**src/rtl/trc_pkg.sv**
```systemverilog
// Shared constants for the trace record formatter.
// Assumes 32-bit record words and a four-dword captured header.
package trc_pkg;
    localparam int unsigned WORD_W     = 32;
    localparam int unsigned HDR_WORDS  = 4;
    localparam int unsigned HDR_W      = WORD_W * HDR_WORDS;
    localparam int unsigned SHORT_LEN  = 4;
    localparam int unsigned LONG_LEN   = 8;
    localparam int unsigned IDX_W      = $clog2(LONG_LEN);
    localparam int unsigned STAMP_BITS = 11;
    localparam logic [WORD_W-1:0] MARKER = '1;
endpackage

```
**src/rtl/trc_word_builder.sv**
```systemverilog
// Pure combinational word selector: given the captured header, prefix,
// timestamp and layout, returns the record word at position idx.
// Assumes TS_W lies between STAMP_BITS and WORD_W.
module trc_word_builder
    import trc_pkg::*;
#(
    parameter int unsigned TS_W = 32
) (
    input  logic                 long_fmt,
    input  logic [IDX_W-1:0]     idx,
    input  logic [HDR_W-1:0]     hdr,
    input  logic [WORD_W-1:0]    pfx,
    input  logic [TS_W-1:0]      ts,
    output logic [WORD_W-1:0]    word
);
    logic [WORD_W-1:0] dw [HDR_WORDS];
    logic [WORD_W-1:0] ts_ext;
    logic [WORD_W-1:0] compact0;

    // Slice the header into dwords.
    for (genvar g = 0; g < HDR_WORDS; g++) begin : g_split
        assign dw[g] = hdr[g*WORD_W +: WORD_W];
    end

    // Zero-extend timestamp to a full word.
    always_comb ts_ext = WORD_W'(ts);

    // Pack selected header fields with the truncated timestamp.
    always_comb compact0 = {dw[0][30:29], dw[0][28:24], dw[0][23], dw[0][19],
                            dw[0][16], dw[0][13], dw[0][9:0], ts[STAMP_BITS-1:0]};

    // Choose the word for the current position and layout.
    always_comb begin
        word = '0;
        if (long_fmt) begin
            case (idx)
                3'd0: word = MARKER;
                3'd1: word = pfx;
                3'd2: word = dw[0];
                3'd3: word = dw[1];
                3'd4: word = dw[2];
                3'd5: word = dw[3];
                3'd6: word = '0;
                default: word = ts_ext;
            endcase
        end else begin
            case (idx)
                3'd0: word = compact0;
                3'd1: word = dw[1];
                3'd2: word = dw[2];
                3'd3: word = dw[3];
                default: word = '0;
            endcase
        end
    end
endmodule

```
**src/rtl/trc_stream_seq.sv**
```systemverilog
// Word sequencer: on start it latches the layout and walks the word index
// from 0 to the final position, advancing on each output handshake.
// Assumes start is raised only while not busy.
module trc_stream_seq
    import trc_pkg::*;
(
    input  logic             clk,
    input  logic             rst_n,
    input  logic             start,
    input  logic             long_in,
    input  logic             out_ready,
    output logic             busy,
    output logic             long_q,
    output logic [IDX_W-1:0] idx,
    output logic             last
);
    localparam logic [IDX_W-1:0] SHORT_END = IDX_W'(SHORT_LEN - 1);
    localparam logic [IDX_W-1:0] LONG_END  = IDX_W'(LONG_LEN - 1);

    // Final word flag for the active layout.
    always_comb last = busy && (idx == (long_q ? LONG_END : SHORT_END));

    // Track record progress and the latched layout.
    always_ff @(posedge clk) begin
        if (!rst_n) begin
            busy   <= 1'b0;
            long_q <= 1'b0;
            idx    <= '0;
        end else if (start) begin
            busy   <= 1'b1;
            long_q <= long_in;
            idx    <= '0;
        end else if (busy && out_ready) begin
            if (last) busy <= 1'b0;
            else      idx  <= idx + 1'b1;
        end
    end
endmodule

```
**src/rtl/trace_rec_fmt.sv**
```systemverilog
// Trace record formatter top: holds the format register, captures one
// header with its prefix and timestamp, and streams the record.
// Assumes the downstream consumer obeys valid/ready.
module trace_rec_fmt
    import trc_pkg::*;
#(
    parameter int unsigned FMT_W  = 4,
    parameter int unsigned TS_W   = 32,
    parameter int unsigned LONG_CODE = 1
) (
    input  logic              clk,
    input  logic              rst_n,
    input  logic              fmt_wr_en,
    input  logic [FMT_W-1:0]  fmt_wr_code,
    input  logic              hdr_valid,
    output logic              hdr_ready,
    input  logic [HDR_W-1:0]  hdr_data,
    input  logic              pfx_present,
    input  logic [WORD_W-1:0] pfx_data,
    input  logic [TS_W-1:0]   timestamp,
    output logic              out_valid,
    input  logic              out_ready,
    output logic [WORD_W-1:0] out_data,
    output logic              out_last
);
    logic [FMT_W-1:0]  fmt_q;
    logic [HDR_W-1:0]  hdr_q;
    logic [WORD_W-1:0] pfx_q;
    logic [TS_W-1:0]   ts_q;
    logic              busy, long_q, accept;
    logic [IDX_W-1:0]  idx;

    // Input handshake.
    always_comb begin
        hdr_ready = !busy;
        accept    = hdr_valid && !busy;
    end

    // Format register, reset to the compact layout.
    always_ff @(posedge clk) begin
        if (!rst_n)         fmt_q <= '0;
        else if (fmt_wr_en) fmt_q <= fmt_wr_code;
    end

    // Capture header, prefix and timestamp at acceptance.
    always_ff @(posedge clk) begin
        if (!rst_n) begin
            hdr_q <= '0;
            pfx_q <= '0;
            ts_q  <= '0;
        end else if (accept) begin
            hdr_q <= hdr_data;
            pfx_q <= pfx_present ? pfx_data : '0;
            ts_q  <= timestamp;
        end
    end

    trc_stream_seq u_seq (
        .clk       (clk),
        .rst_n     (rst_n),
        .start     (accept),
        .long_in   (fmt_q == FMT_W'(LONG_CODE)),
        .out_ready (out_ready),
        .busy      (busy),
        .long_q    (long_q),
        .idx       (idx),
        .last      (out_last)
    );

    trc_word_builder #(.TS_W(TS_W)) u_build (
        .long_fmt (long_q),
        .idx      (idx),
        .hdr      (hdr_q),
        .pfx      (pfx_q),
        .ts       (ts_q),
        .word     (out_data)
    );

    // Output valid follows the record in flight.
    always_comb out_valid = busy;
endmodule

```
**config.mk**
```make
export PLATFORM = sky130hd
export DESIGN_NAME = trace_rec_fmt
export DESIGN_NICKNAME = d
export VERILOG_FILES = /design/src/rtl/trc_pkg.sv /design/src/rtl/trc_word_builder.sv /design/src/rtl/trc_stream_seq.sv /design/src/rtl/trace_rec_fmt.sv
export SDC_FILE = /design/constraint.sdc
export NUM_CORES = 1
export LEC_CHECK = 0
export ABC_AREA = 1
export BUFFER_PORTS_ARGS = -buffer_cell sky130_fd_sc_hd__buf_2
export CORE_MARGIN = 5
export CORE_UTILIZATION = 46
export CTS_CLUSTER_SIZE = 28
export DETAILED_ROUTE_END_ITERATION = 10
export GPL_ROUTABILITY_DRIVEN = 0
export HOLD_SLACK_MARGIN = 0.05
export PLACE_DENSITY_LB_ADDON = 0.08
export SYNTH_ARGS = -nofsm -noshare
export SYNTH_HDL_FRONTEND = slang
export SYNTH_HIERARCHICAL = 1
export SYNTH_SLANG_ARGS = --single-unit
```
**constraint.sdc**
```tcl
create_clock -name clk -period 3 [get_ports clk]
set_input_delay 0.3 -clock clk [delete_from_list [all_inputs] [get_ports clk]]
set_output_delay 0.3 -clock clk [all_outputs]
set_load 0.1 [all_outputs]
```
======== Word-level counts from Yosys, hierarchy flattened ========
Cells that the tools add are included.
W data, S select, Z words.
word-level totals
  flip-flop bits (word level) ............. 201
  input bits .............................. 202
  output and inout port bits .............. 35
cells by class
  add/subtract/negate cells ............... 1
  equal/unequal tests ..................... 8
  mux-type cells .......................... 8
  bitwise operators ....................... 2
  reductions and logical operators ........ 10
operator list
  kind                   number
  $pmux W32 S7           1
  $pmux W32 S4           1
  $mux W32               2
  $eq A3 B3 Y1 const B   3
  $eq A3 B2 Y1 const B   2
  $eq A4 B1 Y1 const B   1
  $reduce_and A2 Y1      2
  $reduce_bool A2 Y1     2
  $add A3 B1 Y3 const B  1
  $eq A3 B1 Y1 const B   1
  $eq A3 B3 Y1           1
  $logic_and A1 B1 Y1    3
  $logic_not A3 Y1       1
  $mux W1                3
  $mux W3                1
  $not A1 Y1             2
  $reduce_or A2 Y1       1
  $logic_not A1 Y1       1

======== Longest topological paths before layout ========
Gate-level depths: netlist (run 1).
  depth after elaboration ................. 6
  mapped depth ............................ 11

======== Cells and area by module ========
Netlist (run 1), hierarchy kept.
modules (own cells, without submodules)
  module            instances  cells each  area each (µm²)  sequential area each (µm²)
  trace_rec_fmt     1          1323        8441.8           3923.8
  trc_word_builder  1          808         3599.7           0.0
  trc_stream_seq    1          38          250.2            100.1

======== Least setup slack after synthesis (run 1) ========
OpenSTA, ideal clock, no wires.
  path type ............................... register -> output
  start ................................... register u_seq.busy
  end ..................................... output port out_last
  data arrival time ....................... 2.439 ns
  path slack .............................. 0.261 ns
  cell stages (with the launch flop) ...... 3
  buffers on the path ..................... 0
  cell sequence ........................... dfxtp_1 inv_1 nor2_1
between the ends
  word-level cells in the longest chain between the ends .. 1
ends and longest elaborated chain
  element                 line                  text
  from (decl)             trc_stream_seq.sv:12  output logic busy,
  from (signal assigned)  trc_stream_seq.sv:26  busy <= 1'b0;
  from (signal assigned)  trc_stream_seq.sv:30  busy <= 1'b1;
  from (signal assigned)  trc_stream_seq.sv:34  if (last) busy <= 1'b0;
  $logic_and A1 B1 Y1     trc_stream_seq.sv:21  always_comb last = busy && (idx == (long_q ? LONG_END : SHORT_END));
  to (decl)               trace_rec_fmt.sv:24   output logic out_last
No other way between the ends.

======== Worst setup path in the final report (run 1) ========
  start ................................... register u_seq.idx[0]
  end ..................................... output port out_data[20]
between the ends
  word-level cells in the longest chain between the ends .. 3
  elaborated cells between the ends (all ways) .. 10
ends and longest elaborated chain
  element                                       line                                            text
  from (decl)                                   trc_stream_seq.sv:14                            output logic [IDX_W-1:0] idx,
  from (signal assigned)                        trc_stream_seq.sv:35                            else idx <= idx + 1'b1;
  $eq A3 B3 Y1, or another cell as far along    trc_word_builder.sv:36                          case (idx)
  $pmux W32 S7 or $pmux W32 S4 (tied branches)  trc_word_builder.sv:36, trc_word_builder.sv:47
  $mux W32 *                                    trc_word_builder.sv:35                          if (long_fmt) begin
  to (decl)                                     trace_rec_fmt.sv:23                             output logic [WORD_W-1:0] out_data,
Mark *: on every way between the ends. The rest lies on a longest branch, timed or not.

==> qor.csv, run 1 <==
stage,metric,value,unit
hold_path,hold_wc_path_type,in -> reg,
clock_tree,cts_tree,built,
route,post-route-drc-count,0,
power_and_ir_drop,p_int,5.38,mW
yosys,synth.ff_latch_count,201,
floorplanning,die_area,0.0301,sq mm
global_routing,first_pass_grt_wire_length,65700,um
timing,worst_clock_skew,7.70,ps
yosys,post_synth_instance_area,0.0123,sq mm
hold_path,worst_hold_startpoint,hdr_data[19],
power_and_ir_drop,p_comb_share,23.9,%
timing,period_minus_slack,2900,ps
floorplanning,fp-row-count,59,
timing,worst_slew_margin_rel,51.6,%
power_and_ir_drop,irDropWorstVdd,0.275,mV
global_routing,antenna_found_initial,0,
worst_setup_path,critical_path_arrival,2600,ps
timing,worst_slew_pin_slew,726,ps
finish,flow.area_growth_from_synthesis,18.1,%
outcome,outcome,"finished, final reports clean",
timing,unrepaired_setup_endpoints_after_global_routing,no,
yosys,synth.top_cells.by_count,"sky130_fd_sc_hd__nand2_1 (590), sky130_fd_sc_hd__nor2_1 (545), sky130_fd_sc_hd__inv_1 (308)",
power_and_ir_drop,clock_power_share,37.5,%
timing,total_of_endpoints_with_negative_setup_slack_in_the_final_report,0,
clock_tree,clock_latency,510,ps
hold_path,min_delay_path_depth,5,
worst_setup_path,worstPathRequired,2700,ps
yosys,number_of_flops_mapped_to_enable_cells_by_yosys,0,
floorplanning,floorplan.initialDensity,46.9,%
route,drtIter0Drc,1306,
placement,port_buffers,236,
power_and_ir_drop,p_sw_share,33.6,%
yosys,synthesis.instances,2169,
worst_setup_path,worst_r2r_path_depth,6,
clock_tree,cts-root-buf,sky130_fd_sc_hd__clkbuf_16,
power_and_ir_drop,power_density,558,mW/mm^2
power_and_ir_drop,total_power,8.10,mW
route,routed_wire_length,42600,um
worst_setup_path,timing.rr.end,u_seq/idx[0],
clock_tree,htree_num_levels,1,
yosys,avgSynthCellArea,5.67,sq um
worst_setup_path,rr_startpoint,u_seq/idx[1],
route,route.detailed.wl_per_inst,16.0,um
yosys,yosys.area.top_type_share,32.7,%
timing,timing.setup.tns,0,ps
yosys,ys.flop_type,sky130_fd_sc_hd__dfxtp_1,
worst_setup_path,critPathLaunchType,register,
finish,post_route_cells_drive_above_1_share,13.9,%
route,drt_pre_antenna_iters,6,
floorplanning,io_pins,237,
clock_tree,cts.sink_count,201,
route,final_antenna_net_count,0,
route,route.detailed.vias_per_inst,5.12,
timing,final-max-slew-violation-count,0,
yosys,synthTopCellsByArea,"sky130_fd_sc_hd__dfxtp_1 (33%), sky130_fd_sc_hd__nand2_1 (18%), sky130_fd_sc_hd__nor2_1 (17%), sky130_fd_sc_hd__inv_1 (9.4%), sky130_fd_sc_hd__nand3_1 (7.3%)",
clock_tree,tritoncts_buffer_count,22,
global_routing,global_route.usage.met1,39.5,%
worst_setup_path,crit_type,reg -> out,
clock_tree,clkSlewWorstSetupHoldPaths,60,ps
finish,antenna_cells_inserted,0,
clock_tree,ctsResizeCount,0,
hold_path,min_to,hdr_q[19],
timing,timing.final.hold_violations,0,
worst_setup_path,endpoint_kind,output port,
yosys,synthDominantAreaCellType,sky130_fd_sc_hd__dfxtp_1,
timing,post-route-period-util,96.6,%
floorplanning,design.core.area,0.0262,sq mm
clock_tree,max-clock-path-buffers,3,
yosys,synth_warnings,6,
worst_setup_path,setup.reg_to_reg.worst_slack,1090,ps
job,max-cap-violations,0,
yosys,synthDistinctLibCells,22,
placement,dp.final_hpwl,30800,um
finish,finalNetCount,2516,
clock_tree,cts.repair_timing.setup_buffer_count,0,
timing,timing.fmax,0.345,GHz
power_and_ir_drop,power.leakage,8.24,nW
global_routing,use_met3,5.50,%
global_routing,globalRouteOverflowTotal,0,
power_and_ir_drop,p_seq_share,38.6,%
yosys,yosysMostFrequentCell,sky130_fd_sc_hd__nand2_1,
route,detailroute.via_count,13600,
worst_setup_path,path_max_fanout,20,
yosys,syn-num-nets,2372,
global_routing,grt.met2_usage,38.7,%
yosys,ys_seq_area_share,32.7,%
floorplanning,die_h,173,um
global_routing,number_of_global_route_vias_before_repair,12000,
yosys,synth_async_sr_flop_share,0,%
global_routing,grt_util_all_layers,26.6,%
power_and_ir_drop,power.net_switching,2.72,mW
floorplanning,fp.dieW,173,um
global_routing,grt_start_max_net_pins,96,
global_routing,peak_usage_layer_in_the_global_routing_report,met1,
[cell families (layout without fill, tap and decap cells)]
family | Yosys count | after routing | synth area share [%]
buffers and inverters | 468 | 627 | 16.0
AND/OR/NAND/NOR | 1437 | 1438 | 48.7
flip-flops | 201 | 201 | 32.7
adder cells (fa/ha/maj) | 1 | 1 | 0.102
AO/OA/AOI/OAI | 62 | 62 | 2.52
[layout by cell type, fill, tap and decap left out]
| master | count |
|---|---|
| sky130_fd_sc_hd__clkinv_2 | 3 |
| sky130_fd_sc_hd__dfxtp_1 | 198 |
| sky130_fd_sc_hd__clkbuf_8 | 3 |
| sky130_fd_sc_hd__clkbuf_1 | 5 |
| sky130_fd_sc_hd__nand3_1 | 179 |
| sky130_fd_sc_hd__nand3_2 | 3 |
| sky130_fd_sc_hd__nor2_1 | 545 |
| sky130_fd_sc_hd__inv_2 | 7 |
| sky130_fd_sc_hd__nor3_1 | 1 |
| sky130_fd_sc_hd__dfxtp_2 | 3 |
| sky130_fd_sc_hd__nor3_4 | 2 |
| sky130_fd_sc_hd__inv_1 | 308 |
| sky130_fd_sc_hd__nor2_8 | 1 |
| sky130_fd_sc_hd__ha_1 | 1 |
| sky130_fd_sc_hd__nand4_1 | 114 |
| sky130_fd_sc_hd__dlygate4sd3_1 | 4 |
| sky130_fd_sc_hd__buf_4 | 21 |
| sky130_fd_sc_hd__nand3_4 | 1 |
| sky130_fd_sc_hd__nand2_2 | 2 |
| sky130_fd_sc_hd__nor2_4 | 1 |
| sky130_fd_sc_hd__buf_2 | 224 |
| sky130_fd_sc_hd__inv_4 | 1 |
| sky130_fd_sc_hd__bufinv_16 | 5 |
| sky130_fd_sc_hd__buf_12 | 21 |
| sky130_fd_sc_hd__nand2_1 | 589 |
| sky130_fd_sc_hd__o21ai_0 | 5 |
| sky130_fd_sc_hd__clkbuf_16 | 23 |
| sky130_fd_sc_hd__buf_6 | 1 |
| sky130_fd_sc_hd__clkinv_4 | 1 |
| sky130_fd_sc_hd__a21oi_1 | 57 |
[sequential cells by signal, summed over array words and instances (netlist names)]
register      flops
fmt_q             4
hdr_q           128
ts_q             32
u_seq/busy        1
u_seq/idx         3
u_seq/long_q      1
pfx_q            32
[layout make-up]
cell class                      instances  area, sq um
Fill cell                            2819        11700
Multi-Input combinational cell       1501         6320
Sequential cell                       201         4030
Timing Repair Buffer                  271         1750
Inverter                              316         1190
Clock buffer                           31          636
Tap cell                              335          419
Clock inverter                          9          174
[power by group through the flow]
| stage | registers (mW) | logic, mW | clock network, mW |
|---|---|---|---|
| floorplan | 3.07 | 1.40 | 0 |
| global placement | 3.17 | 1.91 | 0 |
| detailed placement | 3.17 | 1.92 | 0 |
| CTS | 3.12 | 1.93 | 3.08 |
| global route | 3.14 | 2.12 | 3.19 |
| finish | 3.13 | 1.94 | 3.04 |
[how the worst max path moves through the flow]
stage	slack, ps	start	endpoint
2_1_floorplan	260	u_seq/busy	out_last
3_5_place_dp	670	u_seq/idx[0]	out_data[17]
5_1_grt	40	u_seq/idx[0]	out_data[20]
3_3_place_gp	650	u_seq/idx[0]	out_data[17]
6_report	100	u_seq/idx[0]	out_data[20]
4_1_cts	110	u_seq/idx[0]	out_data[17]
[what timing repair did]
item | in CTS | in global routing
hold buffers | 4 | 0
setup endpoints to repair | 0 | 3
endpoints found under the hold margin | 4 | 0
[critical path: stages (launching register included)]
cell and delay, ps:
sky130_fd_sc_hd__dfxtp_2 610, sky130_fd_sc_hd__nand3_2 530, sky130_fd_sc_hd__nor2_1 250, sky130_fd_sc_hd__a21oi_1 60, sky130_fd_sc_hd__nand2_1 60, sky130_fd_sc_hd__nand2_1 50, sky130_fd_sc_hd__nand2_1 90, sky130_fd_sc_hd__buf_2 430
[metal layers]
metal  part of all wire [%]  up-vias
met5                      0        -
met4                    3.0        0
met3                     11       79
met2                     41      657
met1                     45     6053
li1                       -     6851
[through the flow]
| step | worst slack [ps] | hold slack (ps) | util [%] | cells | cell area [sq um] |
|---|---|---|---|---|---|
| after floorplan | 261 | 432 | - | 2169 | 12300 |
| after global placement | 651 | 469 | 52.1 | 2619 | 13700 |
| after detailed placement | 665 | 478 | 52.1 | 2619 | 13700 |
| after CTS | 112 | 71.3 | 55.3 | 2663 | 14500 |
| after global routing | 43.0 | 99.1 | 55.4 | 2664 | 14500 |
| final | 102 | 83.0 | 55.4 | 2664 | 14500 |
(Power assumes the default switching activity.)
==> inputs of run 2 (changes only) <==
CTS_BUF_LIST = sky130_fd_sc_hd__clkbuf_16   (was default)
SKIP_CTS_REPAIR_TIMING = 1   (was default)
==> qor.csv, run 2 (synthesis results as in run 1) <==
stage,metric,value,unit,change
outcome,outcome,"finished, final reports clean",,
route,route.detailed.vias_per_inst,5.10,,-0.37%
timing,worst_clock_skew,5.11,ps,-2.59 ps
timing,worst_slew_margin_rel,51.1,%,-0.49 points
timing,finalHoldWorstSlack,52.6,ps,-30.5 ps
global_routing,antenna_found_initial,0,,unchanged
floorplanning,design.core.area,0.0262,sq mm,unchanged
worst_setup_path,timing.rr.end,u_seq/idx[1],,
clock_tree,cts_tree,built,,
finish,final_cell_area,0.0145,sq mm,-0.28%
finish,antenna_cells_inserted,0,,unchanged
route,drtIter0Drc,1272,,-2.6%
clock_tree,htree_num_levels,1,,unchanged
global_routing,grt_util_all_layers,26.5,%,-0.069 points
power_and_ir_drop,clock_power_share,36.8,%,-0.7 points
floorplanning,fp-row-count,59,,unchanged
clock_tree,clkSlewWorstSetupHoldPaths,60,ps,about the same
route,detailroute.via_count,13600,,-0.40%
finish,max_flop_register,hdr_q,,
finish,finalNetCount,2515,,-0.040%
clock_tree,cts.sink_count,201,,unchanged
worst_setup_path,worst_path_max_delay_cell,sky130_fd_sc_hd__dfxtp_2,,
floorplanning,die_area,0.0301,sq mm,unchanged
power_and_ir_drop,p_int,5.28,mW,-1.8%
global_routing,grt_start_max_net_pins,96,,unchanged
worst_setup_path,critPathBufInv,1,,unchanged
floorplanning,die_h,173,um,unchanged
power_and_ir_drop,power.leakage,8.24,nW,about the same
worst_setup_path,path_common_cell,sky130_fd_sc_hd__nand2_1,,
floorplanning,io_pins,237,,unchanged
worst_setup_path,worst_r2r_path_depth,6,,unchanged
route,drt_pre_antenna_iters,5,,-1
clock_tree,max-clock-path-buffers,3,,unchanged
global_routing,globalRouteOverflowTotal,0,,unchanged
worst_setup_path,endpoint_kind,output port,,
finish,layout.filler_cells,2824,,+0.18%
hold_path,worst_hold_startpoint,fmt_wr_code[3],,
power_and_ir_drop,power.net_switching,2.72,mW,+0.17%
clock_tree,tritoncts_buffer_count,22,,unchanged
worst_setup_path,path_cells,nand3_2 -> nor2_1 -> a21oi_1 -> nand2_1 -> nand2_1 -> nand2_1 -> buf_2,,
placement,postPlaceCellArea,0.0137,sq mm,unchanged
worst_setup_path,path_max_fanout,20,,unchanged
finish,number_of_flip_flops_under_the_largest_register_name,128,,unchanged
timing,timing.fmax,0.344,GHz,-0.45%
global_routing,first_pass_grt_wire_length,65600,um,-0.16%
hold_path,min_delay_path_depth,3,,-2
route,post-route-drc-count,0,,unchanged
hold_path,hold_wc_path_type,in -> reg,,
floorplanning,fp.dieW,173,um,unchanged
power_and_ir_drop,p_sw_share,34.0,%,+0.44 points
finish,flow.area_growth_from_synthesis,17.7,%,
power_and_ir_drop,p_seq_share,39.0,%,+0.4 points
worst_setup_path,critical_path_arrival,2610,ps,about the same
timing,total_of_endpoints_with_negative_setup_slack_in_the_final_report,0,,unchanged
worst_setup_path,worstPathRequired,2700,ps,about the same
timing,unrepaired_setup_endpoints_after_global_routing,no,,
finish,post_route_cells_drive_above_1_share,13.7,%,-0.12 points
route,routed_wire_length,42600,um,about the same
worst_setup_path,rr_startpoint,u_seq/idx[1],,
worst_setup_path,crit_type,reg -> out,,
finish,layout.cells.most_common,sky130_fd_sc_hd__nand2_1,,
timing,period_minus_slack,2910,ps,+13.0 ps
finish,final_core_util,55.2,%,-0.15 points
route,route.detailed.wl_per_inst,16.0,um,about the same
timing,post-route-period-util,97.0,%,+0.43 points
clock_tree,clock_latency,510,ps,about the same
placement,port_buffers,236,,unchanged
finish,mostFrequentLayoutCells,"sky130_fd_sc_hd__nand2_1 (589), sky130_fd_sc_hd__nor2_1 (545), sky130_fd_sc_hd__inv_1 (313), sky130_fd_sc_hd__buf_2 (224), sky130_fd_sc_hd__dfxtp_1 (198)",,
power_and_ir_drop,power_density,553,mW/mm^2,-0.84%
power_and_ir_drop,irDropWorstVdd,0.274,mV,-0.48%
worst_setup_path,timing.critical_path.slowest_cell_delay,600,ps,about the same
finish,biggestRegsByFlops,"hdr_q: 128 flops, pfx_q: 32 flops, ts_q: 32 flops",,
worst_setup_path,cp_top_family,simple AND/OR/NAND/NOR gates,,
global_routing,number_of_global_route_vias_before_repair,12000,,-0.13%
clock_tree,cts-root-buf,sky130_fd_sc_hd__clkbuf_16,,
power_and_ir_drop,p_comb_share,24.2,%,+0.3 points
route,final_antenna_net_count,0,,unchanged
power_and_ir_drop,total_power,8.01,mW,-1.1%
floorplanning,floorplan.initialDensity,46.9,%,unchanged
timing,final-max-slew-violation-count,0,,unchanged
timing,timing.setup.tns,0,ps,unchanged
worst_setup_path,critPathLaunchType,register,,
worst_setup_path,setup.reg_to_reg.worst_slack,1140,ps,+50 ps
hold_path,min_to,fmt_q[3],,
timing,timing.final.hold_violations,0,,unchanged
timing,worst_slew_pin_slew,733,ps,+7.38 ps
placement,dp.final_hpwl,30800,um,unchanged
job,max-cap-violations,0,,unchanged
==> run 2: final cells by class <==
cell class | count | area, sq um | area share (%)
tap | 335 | 419 | 2.90
inverter | 316 | 1190 | 8.21
clock inverter | 17 | 204 | 1.41
clock buffer | 23 | 576 | 3.98
multi-input combinational | 1501 | 6320 | 43.7
sequential | 201 | 4030 | 27.8
timing repair buffer | 270 | 1740 | 12.0
==> run 2: worst min-delay path: cells and delay by family <==
| kind | cells | cell delay [ps] |
|---|---|---|
| AND/OR/NAND/NOR | 2 | 150 |
| buffers and inverters | 1 | 80 |
==> run 2: worst max path at each step <==
stage | to | start | cells past startpoint | slack (ps)
after global routing | out_data[20] | u_seq/idx[0] | 7 | 40
after detailed placement | out_data[17] | u_seq/idx[0] | 7 | 670
after global placement | out_data[17] | u_seq/idx[0] | 7 | 650
final | out_data[20] | u_seq/idx[0] | 7 | 90
after floorplan | out_last | u_seq/busy | 2 | 260
after CTS | out_data[17] | u_seq/idx[0] | 7 | 110
==> run 2: layer usage <==
| layer | global-route usage [%] | up-vias | share of wire (%) |
|---|---|---|---|
| met4 | 7.68 | 0 | 2.9 |
| met3 | 5.50 | 71 | 10 |
| met1 | 39.5 | 6022 | 46 |
| met5 | 0 | - | 0 |
| li1 | - | 6847 | - |
| met2 | 38.6 | 645 | 41 |
==> run 2: per-stage QoR <==
step                setup slack (ps)  instances
finish                          88.9       2663
global route                    43.0       2663
CTS                              112       2659
detailed placement               665       2619
global placement                 651       2619
floorplan                        261       2169
==> run 2: power groups by stage <==
| stage | Clock, mW | Combinational [mW] | Sequential, mW |
|---|---|---|---|
| finish | 2.95 | 1.94 | 3.13 |
| detailed placement | 0 | 1.92 | 3.17 |
| global route | 3.09 | 2.12 | 3.14 |
| floorplan | 0 | 1.40 | 3.07 |
| CTS | 2.98 | 1.93 | 3.12 |
| global placement | 0 | 1.91 | 3.17 |
